[config.mk]
export PLATFORM = sky130hd
export DESIGN_NAME = pcm_pwm_ctrl
export DESIGN_NICKNAME = d
export VERILOG_FILES = /design/src/rtl/pcm_pkg.sv /design/src/rtl/pcm_sync.sv /design/src/rtl/pcm_osc.sv /design/src/rtl/pcm_gate.sv /design/src/rtl/pcm_pwm_ctrl.sv
export SDC_FILE = /design/constraint.sdc
export NUM_CORES = 1
export LEC_CHECK = 0
export ABC_AREA = 1
export BUFFER_PORTS_ARGS = -buffer_cell sky130_fd_sc_hd__buf_2
export CORE_AREA = 10 10 47 49
export CTS_BUF_LIST = sky130_fd_sc_hd__clkbuf_16
export DETAILED_ROUTE_END_ITERATION = 8
export DIE_AREA = 0 0 57 59
export PLACE_DENSITY = 0.65
export SLEW_MARGIN = 20
export SYNTH_ARGS = -nofsm -noshare
export SYNTH_HDL_FRONTEND = slang
export SYNTH_SLANG_ARGS = --single-unit
[constraint.sdc]
create_clock -name clk_i -period 3.4 [get_ports clk_i]
set_clock_uncertainty 0.2 [all_clocks]
set_input_delay 0.68 -clock clk_i [delete_from_list [all_inputs] [get_ports clk_i]]
set_output_delay 0.68 -clock clk_i [all_outputs]
set_load 0.02 [all_outputs]
[src/rtl/pcm_pkg.sv]
package pcm_pkg;
  // synchronizer lane map
  localparam int unsigned SY_TRIP = 0;
  localparam int unsigned SY_ILIM = 1;
  localparam int unsigned SY_SHDN = 2;
  localparam int unsigned SY_DRV  = 3;
  localparam int unsigned SY_LVL  = 4;
  localparam int unsigned SY_W    = 5;

  typedef enum logic [0:0] {FB_FIRST = 1'b0, FB_SECOND = 1'b1} fb_path_e;
endpackage

[src/rtl/pcm_sync.sv]
module pcm_sync #(
  parameter int unsigned W      = 1,
  parameter int unsigned STAGES = 2,
  parameter logic [W-1:0] RST_VAL = '0
) (
  input  logic         clk_i,
  input  logic         rst_ni,
  input  logic [W-1:0] d_i,
  output logic [W-1:0] q_o
);
  logic [W-1:0] stg_q [STAGES];

  for (genvar s = 0; s < STAGES; s++) begin : g_stg
    if (s == 0) begin : g_first
      always_ff @(posedge clk_i or negedge rst_ni)
        if (!rst_ni) stg_q[s] <= RST_VAL;
        else         stg_q[s] <= d_i;
    end else begin : g_next
      always_ff @(posedge clk_i or negedge rst_ni)
        if (!rst_ni) stg_q[s] <= RST_VAL;
        else         stg_q[s] <= stg_q[s-1];
    end
  end

  assign q_o = stg_q[STAGES-1];
endmodule

[src/rtl/pcm_osc.sv]
module pcm_osc #(
  parameter int unsigned PERIOD = 20,
  parameter int unsigned CHARGE = 17,
  localparam int unsigned CNT_W = (PERIOD > 1) ? $clog2(PERIOD) : 1
) (
  input  logic             clk_i,
  input  logic             rst_ni,
  output logic [CNT_W-1:0] cnt_nxt_o,
  output logic             wrap_o,
  output logic             cyc_start_o,
  output logic             charge_o
);
  localparam logic [CNT_W-1:0] LAST = CNT_W'(PERIOD - 1);
  localparam logic [CNT_W-1:0] CHG  = CNT_W'(CHARGE);

  logic [CNT_W-1:0] cnt_q;

  assign wrap_o    = (cnt_q == LAST);
  assign cnt_nxt_o = wrap_o ? '0 : cnt_q + 1'b1;

  always_ff @(posedge clk_i or negedge rst_ni)
    if (!rst_ni) cnt_q <= '0;
    else         cnt_q <= cnt_nxt_o;

  assign cyc_start_o = (cnt_q == '0);
  assign charge_o    = (cnt_q < CHG);
endmodule

[src/rtl/pcm_gate.sv]
module pcm_gate #(
  parameter int unsigned PERIOD = 20,
  parameter int unsigned CHARGE = 17,
  localparam int unsigned CNT_W = (PERIOD > 1) ? $clog2(PERIOD) : 1
) (
  input  logic             clk_i,
  input  logic             rst_ni,
  input  logic             wrap_i,
  input  logic [CNT_W-1:0] cnt_nxt_i,
  input  logic             trip_i,
  input  logic             ilim_i,
  input  logic             shdn_i,
  output logic             sw_o
);
  localparam logic [CNT_W-1:0] CHG = CNT_W'(CHARGE);

  logic sw_q, sw_d, keep;

  // off-state is sticky: only a period boundary can set the switch
  assign keep = sw_q & ~trip_i & ~ilim_i & (cnt_nxt_i < CHG);

  always_comb begin
    if (shdn_i)      sw_d = 1'b0;
    else if (wrap_i) sw_d = 1'b1;
    else             sw_d = keep;
  end

  always_ff @(posedge clk_i or negedge rst_ni)
    if (!rst_ni) sw_q <= 1'b0;
    else         sw_q <= sw_d;

  assign sw_o = sw_q;
endmodule

[src/rtl/pcm_pwm_ctrl.sv]
module pcm_pwm_ctrl
  import pcm_pkg::*;
#(
  parameter int unsigned PERIOD      = 20,
  parameter int unsigned CHARGE      = 17,
  parameter int unsigned SYNC_STAGES = 2
) (
  input  logic clk_i,
  input  logic rst_ni,
  input  logic shdn_i,
  input  logic cmp_trip_i,
  input  logic ilim_i,
  input  logic sel_drv_i,
  input  logic sel_lvl_i,
  output logic sw_on_o,
  output logic cyc_start_o,
  output logic charge_o,
  output logic fb_sel_o
);
  localparam int unsigned CNT_W = (PERIOD > 1) ? $clog2(PERIOD) : 1;
  // undriven select pin must read as second path out of reset
  localparam logic [SY_W-1:0] SY_RST = SY_W'(1) << SY_LVL;

  logic [SY_W-1:0]  raw, syn;
  logic [CNT_W-1:0] cnt_nxt;
  logic             wrap;
  fb_path_e         path;

  assign raw[SY_TRIP] = cmp_trip_i;
  assign raw[SY_ILIM] = ilim_i;
  assign raw[SY_SHDN] = shdn_i;
  assign raw[SY_DRV]  = sel_drv_i;
  assign raw[SY_LVL]  = sel_lvl_i;

  pcm_sync #(.W(SY_W), .STAGES(SYNC_STAGES), .RST_VAL(SY_RST)) u_sync (
    .clk_i (clk_i),
    .rst_ni(rst_ni),
    .d_i   (raw),
    .q_o   (syn)
  );

  pcm_osc #(.PERIOD(PERIOD), .CHARGE(CHARGE)) u_osc (
    .clk_i      (clk_i),
    .rst_ni     (rst_ni),
    .cnt_nxt_o  (cnt_nxt),
    .wrap_o     (wrap),
    .cyc_start_o(cyc_start_o),
    .charge_o   (charge_o)
  );

  pcm_gate #(.PERIOD(PERIOD), .CHARGE(CHARGE)) u_gate (
    .clk_i    (clk_i),
    .rst_ni   (rst_ni),
    .wrap_i   (wrap),
    .cnt_nxt_i(cnt_nxt),
    .trip_i   (syn[SY_TRIP]),
    .ilim_i   (syn[SY_ILIM]),
    .shdn_i   (syn[SY_SHDN]),
    .sw_o     (sw_on_o)
  );

  assign path     = (syn[SY_DRV] && !syn[SY_LVL]) ? FB_FIRST : FB_SECOND;
  assign fb_sel_o = path;
endmodule

======== Yosys cells after proc, flatten, opt, wreduce, memory -nomap -nowiden ========
Cells that the tools add are included.
storage, ports and cells
  flip-flop bits (word level) ............. 16
  bits in latches ......................... 0
  RAM bits ................................ 0
  bits in read-only memories .............. 0
  input bits .............................. 7
  output and inout port bits .............. 4
  word-level logic and storage cells ...... 20
  memories kept ........................... 0
operators by class
  add/subtract/negate cells ............... 1
  multiply operators ...................... 0
  divide/modulo/power cells ............... 0
  magnitude comparators ................... 2
  equal/unequal tests ..................... 1
  shift-type cells ........................ 0
  multiplexer cells ....................... 4
  bitwise gates (word level) .............. 5
  reduce and logical (&&, ||, !) cells .... 3
operators with widths
  cell                 count
  $lt 5x5->1 const B   2
  $add 5x1->5 const B  1
  $eq 5x5->1 const B   1
  $logic_not 5->1      1
  $mux 5               1
  $and 1x1->1          3
  $mux 1               3
  $not 1->1            2
  $logic_and 1x1->1    1
  $logic_not 1->1      1

======== Longest topological paths before layout ========
Gate-level depths: netlist (run 1).
  depth in word-level cells ............... 6
  mapped depth ............................ 7
  mapped depth without buffers ............ 7

======== Hierarchy ========
A second synthesis (run 1) with hierarchy kept.
unflattened totals
  cells, all modules ...................... 57
  area, all modules ....................... 629.4 um^2
by module, submodules not included
  module        times used  cells each  area an instance (um^2)  sequential area each (um^2)
  pcm_sync      1           15          290.3                    252.7
  pcm_osc       1           31          262.8                    125.1
  pcm_gate      1           9           68.8                     25.0
  pcm_pwm_ctrl  1           2           7.5                      0.0

======== Worst setup path before layout (run 1) ========
Ideal clock, no wire load.
  path type ............................... reg2out
  start point ............................. register u_osc.cnt_q[2]
  end point ............................... output port charge_o
  data arrival time ....................... 1,154 ps
  data required time ...................... 2,520 ps
  path slack .............................. 1,366 ps
  cell stages (with the launch flop) ...... 4
  buffers on the path ..................... 0
  cell sequence ........................... dfrtp_1 > nor2_2 > inv_1 > o31ai_1
between the ends
  longest elaborated chain between the ends .. 1
ends and longest elaborated chain
  item                    line                source
  start, declared         pcm_osc.sv:16       logic [CNT_W-1:0] cnt_q;
  start signal, assigned  pcm_osc.sv:23       else cnt_q <= cnt_nxt_o;
  $lt 5x5->1              pcm_osc.sv:26       assign charge_o = (cnt_q < CHG);
  end, declared           pcm_pwm_ctrl.sv:17  output logic charge_o,
No other way between the ends.

======== Worst setup path in the final report (run 1) ========
Ends and elaborated chain as after synthesis.

==> flow_metrics.env, run 1 <==
export IMPL_final_setup_tns_ns=0
export IMPL_switching_share_pct=17.5
export IMPL_via_count=399
export IMPL_core_um2=1400
export IMPL_ys_ff_latch=16
export IMPL_drtIter0Drc=4
export IMPL_min_period_ns=2.24
export IMPL_crit_path_top_delay_cell="dfrtp_1"
export IMPL_place_area_um2=677
export IMPL_r2r_end="u_gate.sw_o$_DFF_PN0_"
export IMPL_pwr_share_seq_pct=46.1
export IMPL_hold_viol=0
export IMPL_cts_hold_fix_buffers=0
export IMPL_powerDensity_nw_per_um2=572
export IMPL_max_freq_mhz=446
export IMPL_clkSinkCount=16
export IMPL_final_common_cell="dfrtp_1"
export IMPL_min_delay_path_class="in -> async"
export IMPL_cts_tree="yes"
export IMPL_gr_total_overflow=0
export IMPL_cp_top_family="flip-flops"
export IMPL_end_kind="primary output"
export IMPL_drtAntennaViolNets=0
export IMPL_tightest_slew_ns=0.339
export IMPL_synth_nets=66
export IMPL_cts_buffer_depth=2
export IMPL_start_util_pct=43.3
export IMPL_r2r_start="u_osc.cnt_q[0]$_DFF_PN0_"
export IMPL_slew_headroom_pct=77.4
export IMPL_clk_pin_slew_worst_paths_ns=0.05
export IMPL_worstPathCellList="nor2_2 -> inv_1 -> o31ai_1 -> buf_2"
export IMPL_routed_wl_um=1010
export IMPL_ctsRootBufferMaster="clkbuf_16"
export IMPL_postCtsSetupBuffers=0
export IMPL_rsz0062_at_grt="false"
export IMPL_synth_warnings=0
export IMPL_die_width_um=57
export IMPL_grt_pass1_wl_um=1790
export IMPL_final_area_um2=756
export IMPL_cp_start_kind="flop"
export IMPL_slew_viol_final=0
export IMPL_cp_slowest_stage_delay_ns=0.44
export IMPL_path_buf_inv=2
export IMPL_critPathMaxFanout=6
export IMPL_status="finished clean"
export IMPL_final_cells=87
export IMPL_numCtsBuffers=3
export IMPL_hpwl_um=728
export IMPL_rrSetupSlack_ns=1.90
export IMPL_area_delta_synth_final_pct=24.5
export IMPL_clockPowerShare_pct=51.9
export IMPL_min_period_over_period_pct=66.0
export IMPL_synth_seq_area_share_pct=66.4
export IMPL_port_buffers=10
export IMPL_cts_resized=0
export IMPL_die_h_um=59
export IMPL_synthesis_area_um2=607
export IMPL_n_antenna_cell=0
export IMPL_cp_startpoint="u_osc.cnt_q[2]$_DFF_PN0_"
export IMPL_synth_cells=57
export IMPL_yosys_cell_types_count=17
export IMPL_path_class="reg -> out"
export IMPL_num_rows=14
export IMPL_grt_pass1_vias=415
export IMPL_firstDrtPassIters=2
export IMPL_peakVddDrop_mv=0.311
export IMPL_postSynthAreaPerCell_um2=10.6
export IMPL_gp_congestion=0.717
export IMPL_dieArea_um2=3360
export IMPL_wl_per_cell_um=11.6
export IMPL_critPathRequiredTime_ns=2.52
export IMPL_critPathArrivalTime_ns=1.36
export IMPL_antenna_found_initial=0
export IMPL_worstSkewPairLatency_ns=0.24
export IMPL_drive_gt1_share_pct=28.2
export IMPL_power_frac_comb_pct=2.0
export IMPL_nets=81
export IMPL_grt_usage_pct=6.82
export IMPL_drc=0
export IMPL_nFillCells=136
export IMPL_p_sw_uw=75.5
export IMPL_vias_per_cell=4.59
export IMPL_internal_power_uw=357
export IMPL_reg2reg_depth=5
export IMPL_placed_cells=83
export IMPL_io_pins=11
export IMPL_total_power_uw=432
export IMPL_setup_viol=0
export IMPL_final_util_pct=53.9
export IMPL_power_leakage_nw=0.396
export IMPL_htreeDepth=1
export IMPL_final_cell_mix="dfrtp_1 (14), inv_1 (10), buf_2 (10)"
export IMPL_cap_violations=0
export IMPL_grt_max_degree=17
final cells by class:
| class | count | area [um2] | area share, % |
|---|---|---|---|
| Sequential cell | 16 | 403 | 53.3 |
| Multi-Input combinational cell | 29 | 159 | 21.0 |
| Clock buffer | 3 | 75.1 | 9.93 |
| Timing Repair Buffer | 10 | 50.0 | 6.62 |
| Inverter | 12 | 45.0 | 5.96 |
| Tap cell | 16 | 20.0 | 2.65 |
| Clock inverter | 1 | 3.75 | 0.497 |
logic make-up after synthesis:
group / count (synthesis) / share of synthesized area (%)
compound gates: 4 / 4.74
fa+ha+maj: 2 / 4.12
simple gates: 23 / 17.3
buf+inv: 12 / 7.42
flops: 16 / 66.4
stage by stage:
stage	setup WS (ns)	hold slack, ns
after detailed placement	1.44	0.136
after global routing	1.09	0.152
after floorplan	1.37	0.131
final	1.16	0.135
after CTS	1.18	0.143
after global placement	1.54	0.132
power by group through the flow:
stage / clock network [mW] / logic (mW) / registers (mW)
finish: 0.224 / 0.00848 / 0.199
global route: 0.239 / 0.00961 / 0.200
CTS: 0.229 / 0.00894 / 0.199
detailed placement: 0 / 0.00886 / 0.202
global placement: 0 / 0.00855 / 0.202
floorplan: 0 / 0.00147 / 0.202
how the worst max path moves through the flow:
| stage | to | slack, ns | cells after the start |
|---|---|---|---|
| floorplan | charge_o | 1.37 | 3 |
| global placement | charge_o | 1.54 | 4 |
| detailed placement | charge_o | 1.44 | 4 |
| CTS | charge_o | 1.18 | 4 |
| global route | charge_o | 1.09 | 4 |
| finish | charge_o | 1.16 | 4 |
sequential cells by signal, summed over array words and instances, names as in the netlist:
name          cells
u_sync.stg_q      5
u_sync.q_o        5
u_gate.sw_o       1
u_osc.cnt_q       5
cells in the mapped netlist:
cell      count  area share [%]
dfrtp_1      14              58
inv_1        10             6.2
nand2_1       9             5.6
nor2_1        5             3.1
nand3_1       4             3.3
dfstp_2       2             8.7
ha_1          2             4.1
nor2_2        2             2.1
a21oi_2       1             1.4
clkinv_1      1            0.62
inv_2         1            0.62
nand2_2       1             1.0
nand4_1       1             1.0
nor3b_1       1             1.2
o21ai_0       1            0.82
o21bai_1      1             1.2
o31ai_1       1             1.2
per-layer routing:
metal	wire [um]	track usage (%)
met2	510	10.1
met3	41	3.22
met5	0	0
met4	13	5.03
met1	445	7.49
No activity file was read; power rests on OpenSTA's default activity.
==> inputs of run 2 (changes only) <==
Clock period 3.4 ns to 2.2 ns, I/O delays scaled along.
==> run 2 against run 1 <==
- clock power grew 55%
- flip-flop and latch count is the same
- clock-buffer cell count is the same
- sequential power grew 55%
- first-iteration DRC count is the same
- combinational power grew 71%
- critical path type unchanged
- die area is the same
- register-to-register slack lost 1.2 ns
- global-route usage grew 0.087 points
==> flow_metrics.env, run 2 (same netlist as run 1, synthesis figures left out) <==
export IMPL_grt_pass1_wl_um=1820
export IMPL_drtAntennaViolNets=0
export IMPL_min_period_over_period_pct=91.0
export IMPL_n_antenna_cell=0
export IMPL_grt_usage_pct=6.91
export IMPL_routed_wl_um=1020
export IMPL_cap_violations=0
export IMPL_drtIter0Drc=4
export IMPL_cts_hold_fix_buffers=1
export IMPL_hpwl_um=728
export IMPL_antenna_found_initial=0
export IMPL_final_seq_area_um2=403
export IMPL_final_area_um2=766
export IMPL_start_util_pct=43.3
export IMPL_cts_resized=0
export IMPL_cp_start_kind="flop"
export IMPL_max_freq_mhz=499
export IMPL_critPathArrivalTime_ns=1.36
export IMPL_io_pins=11
export IMPL_gr_total_overflow=0
export IMPL_nets=82
export IMPL_path_class="reg -> out"
export IMPL_min_period_ns=2.00
export IMPL_critPathMaxFanout=6
export IMPL_core_um2=1400
export IMPL_ctsRootBufferMaster="clkbuf_16"
export IMPL_internal_power_uw=552
export IMPL_critPathRequiredTime_ns=1.56
export IMPL_end_kind="primary output"
export IMPL_final_util_pct=54.6
export IMPL_wl_per_cell_um=11.6
export IMPL_switching_share_pct=17.5
export IMPL_area_delta_synth_final_pct=26.2
export IMPL_final_common_cell="dfrtp_1"
export IMPL_die_h_um=59
export IMPL_hold_viol=0
export IMPL_final_cells=88
export IMPL_grt_max_degree=17
export IMPL_tightest_slew_ns=0.340
export IMPL_rsz0062_at_grt="false"
export IMPL_p_sw_uw=117
export IMPL_placed_cells=83
export IMPL_postCtsSetupBuffers=0
export IMPL_power_leakage_nw=0.400
export IMPL_cts_tree="yes"
export IMPL_wl_met1_um=449
export IMPL_num_rows=14
export IMPL_min_delay_path_class="in -> reg"
export IMPL_firstDrtPassIters=2
export IMPL_clkSinkCount=16
export IMPL_numCtsBuffers=3
export IMPL_top_layer="met4"
export IMPL_final_cell_mix="dfrtp_1 (14), inv_1 (10), buf_2 (10)"
export IMPL_port_buffers=10
export IMPL_vias_per_cell=4.58
export IMPL_clk_pin_slew_worst_paths_ns=0.05
export IMPL_grt_pass1_vias=417
export IMPL_slew_headroom_pct=77.3
export IMPL_status="finished clean"
export IMPL_powerDensity_nw_per_um2=874
export IMPL_setup_viol=0
export IMPL_routed_wl_met2_um=516
export IMPL_peakVddDrop_mv=0.481
export IMPL_pwr_share_seq_pct=46.0
export IMPL_wl_met3_um=41
export IMPL_drc=0
export IMPL_via_count=403
export IMPL_power_frac_comb_pct=2.2
export IMPL_worstSkewPairLatency_ns=0.24
export IMPL_gp_congestion=0.717
export IMPL_multi_input_area_um2=159
export IMPL_die_width_um=57
export IMPL_dieArea_um2=3360
export IMPL_slew_viol_final=0
export IMPL_total_power_uw=669
export IMPL_final_setup_tns_ns=0
export IMPL_place_area_um2=677
export IMPL_nFillCells=135
export IMPL_clockPowerShare_pct=51.8
export IMPL_htreeDepth=1
export IMPL_cts_buffer_depth=2
export IMPL_drive_gt1_share_pct=27.8
## run 2: critical path: stages (launching register included)
cell and delay (ns):
dfrtp_1 0.44, nor2_2 0.16, inv_1 0.07, o31ai_1 0.24, buf_2 0.22
## run 2: power groups by stage
stage / Combinational, mW / Sequential [mW] / Clock (mW)
after floorplan: 0.00227 / 0.312 / 0
after global placement: 0.0132 / 0.312 / 0
after detailed placement: 0.0137 / 0.313 / 0
after CTS: 0.0152 / 0.308 / 0.353
after global routing: 0.0164 / 0.308 / 0.370
final: 0.0145 / 0.308 / 0.347
## run 2: per-layer routing
metal  vias up  track usage, %
met2         6            10.2
met4         0            5.03
met1       193            7.62
met3         2            3.22
li1        202               -
met5         -               0
## run 2: worst paths after layout
kind,from,to,slack [ns],cells after the start
max in group asynchronous,rst_ni,u_sync.q_o[4]$_DFF_PN1_,1.07,2
setup / recovery,u_osc.cnt_q[2]$_DFF_PN0_,charge_o,0.20,4
hold reg to reg,u_sync.stg_q[5]$_DFF_PN0_,u_sync.q_o[0]$_DFF_PN0_,0.14,0
min in group asynchronous,rst_ni,u_gate.sw_o$_DFF_PN0_,0.43,2
hold / removal,sel_lvl_i,u_sync.stg_q[9]$_DFF_PN1_,0.09,1
setup reg to reg,u_osc.cnt_q[0]$_DFF_PN0_,u_gate.sw_o$_DFF_PN0_,0.70,5
## run 2: cell type report
class / instances / area share [%]
clock buffers: 3 / 9.80
multi-input cells: 29 / 20.8
flip-flops and latches: 16 / 52.6
clock inverters: 1 / 0.490
repair buffers: 11 / 7.84
well taps: 16 / 2.61
inverters: 12 / 5.88
## run 2: metrics by stage
step | hold WS, ns | worst slack (ns)
after floorplan | -0.0556 | 0.406
after global placement | 0.132 | 0.584
after detailed placement | 0.136 | 0.483
after CTS | 0.0897 | 0.222
after global routing | 0.0918 | 0.127
final | 0.0947 | 0.198
==> inputs of run 3 (changes only) <==
Settings changed: GPL_TIMING_DRIVEN set to 1, PLACE_DENSITY 0.65 to 0.67.
==> run 3 against run 2 <==
- flip-flop and latch count stayed put
- critical path type unchanged
- via count shrank 1.5%
- cell area decreased by 0.49%
- utilization shrank 0.27 points
==> flow_metrics.env, run 3 (same netlist as run 1, synthesis figures left out) <==
export IMPL_vias_per_cell=4.56
export IMPL_top_usage_layer="met2"
export IMPL_end_kind="primary output"
export IMPL_grt_pass1_vias=406
export IMPL_gp_congestion=0.782
export IMPL_grtUsageMet3_pct=3.22
export IMPL_firstDrtPassIters=4
export IMPL_cts_buffer_depth=2
export IMPL_reg2reg_depth=7
export IMPL_num_rows=14
export IMPL_hpwl_um=749
export IMPL_peakVddDrop_mv=0.589
export IMPL_slew_viol_final=0
export IMPL_drc=0
export IMPL_path_class="reg -> out"
export IMPL_slew_headroom_pct=77.5
export IMPL_cap_violations=0
export IMPL_port_buffers=10
export IMPL_clkSinkCount=16
export IMPL_post_place_ws_ns=0.551
export IMPL_final_common_cell="dfrtp_1"
export IMPL_min_delay_path_class="in -> reg"
export IMPL_worstSkewPairLatency_ns=0.24
export IMPL_rsz0062_at_grt="false"
export IMPL_grtUsageMet1_pct=5.79
export IMPL_nets=82
export IMPL_via_count=397
export IMPL_start_util_pct=43.3
export IMPL_io_pins=11
export IMPL_critPathArrivalTime_ns=1.26
export IMPL_final_setup_tns_ns=0
export IMPL_die_width_um=57
export IMPL_critPathMaxFanout=6
export IMPL_worst_slack_ns=0.295
export IMPL_htreeDepth=1
export IMPL_final_cell_mix="dfrtp_1 (14), inv_1 (10), buf_2 (10)"
export IMPL_drtAntennaViolNets=0
export IMPL_drtIter0Drc=4
export IMPL_ctsRootBufferMaster="clkbuf_16"
export IMPL_min_period_over_period_pct=86.6
export IMPL_gr_total_overflow=0
export IMPL_min_period_ns=1.90
export IMPL_max_freq_mhz=525
export IMPL_area_delta_synth_final_pct=25.6
export IMPL_wl_per_cell_um=11.2
export IMPL_critPathRequiredTime_ns=1.56
export IMPL_dieArea_um2=3360
export IMPL_grt_pass1_wl_um=1640
export IMPL_routed_wl_um=971
export IMPL_hold_viol=0
export IMPL_tightest_slew_ns=0.337
export IMPL_setup_viol=0
export IMPL_numCtsBuffers=3
export IMPL_met2_usage_pct=11.0
export IMPL_n_antenna_cell=0
export IMPL_antenna_found_initial=0
export IMPL_grt_max_degree=17
export IMPL_core_um2=1400
export IMPL_status="finished clean"
export IMPL_whs_path_depth=1
export IMPL_powerDensity_nw_per_um2=862
export IMPL_die_h_um=59
export IMPL_cts_tree="yes"
export IMPL_drive_gt1_share_pct=28.2
export IMPL_clk_pin_slew_worst_paths_ns=0.05
export IMPL_cp_start_kind="flop"
export IMPL_postCtsSetupBuffers=0
export IMPL_grt_usage_pct=6.35
export IMPL_power_leakage_nw=0.399
-- run 3: what timing repair did --
| item | CTS | global route |
|---|---|---|
| hold buffers | 1 | 0 |
| gates resized for setup | 0 | 0 |
| endpoints found under the hold margin | 14 | 0 |
-- run 3: critical path, stage by stage (launching register included) --
cell and delay (ns):
dfrtp_1 0.42, nor2_2 0.17, inv_1 0.07, o31ai_1 0.17
buf_2 0.20
-- run 3: worst paths after layout --
check | startpoint | to | slack, ns
max in group asynchronous | rst_ni | u_sync.stg_q[9]$_DFF_PN1_ | 1.07
min in group asynchronous | rst_ni | u_sync.q_o[3]$_DFF_PN0_ | 0.43
min | sel_lvl_i | u_sync.stg_q[9]$_DFF_PN1_ | 0.10
max | u_osc.cnt_q[2]$_DFF_PN0_ | charge_o | 0.30
min reg2reg | u_sync.stg_q[6]$_DFF_PN0_ | u_sync.q_o[1]$_DFF_PN0_ | 0.15
max reg2reg | u_osc.cnt_q[0]$_DFF_PN0_ | u_gate.sw_o$_DFF_PN0_ | 0.69
-- run 3: metal layers --
| layer | vias up | routed length (um) |
|---|---|---|
| met5 | - | 0 |
| met4 | 0 | 13 |
| met3 | 2 | 39 |
| met2 | 7 | 542 |
| met1 | 185 | 376 |
| li1 | 203 | - |
-- run 3: where the power goes --
part / internal, mW / leakage [nW] / total, mW / switching, mW
clock network: 0.237 / 0.0370 / 0.334 / 0.0966
logic: 0.00608 / 0.173 / 0.0143 / 0.00827
registers: 0.306 / 0.189 / 0.308 / 0.00247
total: 0.549 / 0.399 / 0.657 / 0.107
-- run 3: cell type report --
class | instances | area [um2]
fillers | 127 | 639
flip-flops and latches | 16 | 403
multi-input cells | 29 | 159
clock buffers | 3 | 75.1
repair buffers | 11 | 60.1
inverters | 12 | 45.0
well taps | 16 | 20.0
-- run 3: through the flow --
step	total power [mW]	area, um2	hold slack (ns)	instances	utilization, %
after CTS	0.665	762	0.0954	87	54.4
after global placement	0.325	677	0.131	83	48.3
final	0.657	762	0.101	87	54.4
after floorplan	0.314	607	-0.0556	57	-
after detailed placement	0.327	677	0.140	83	48.3
after global routing	0.681	762	0.0987	87	54.4
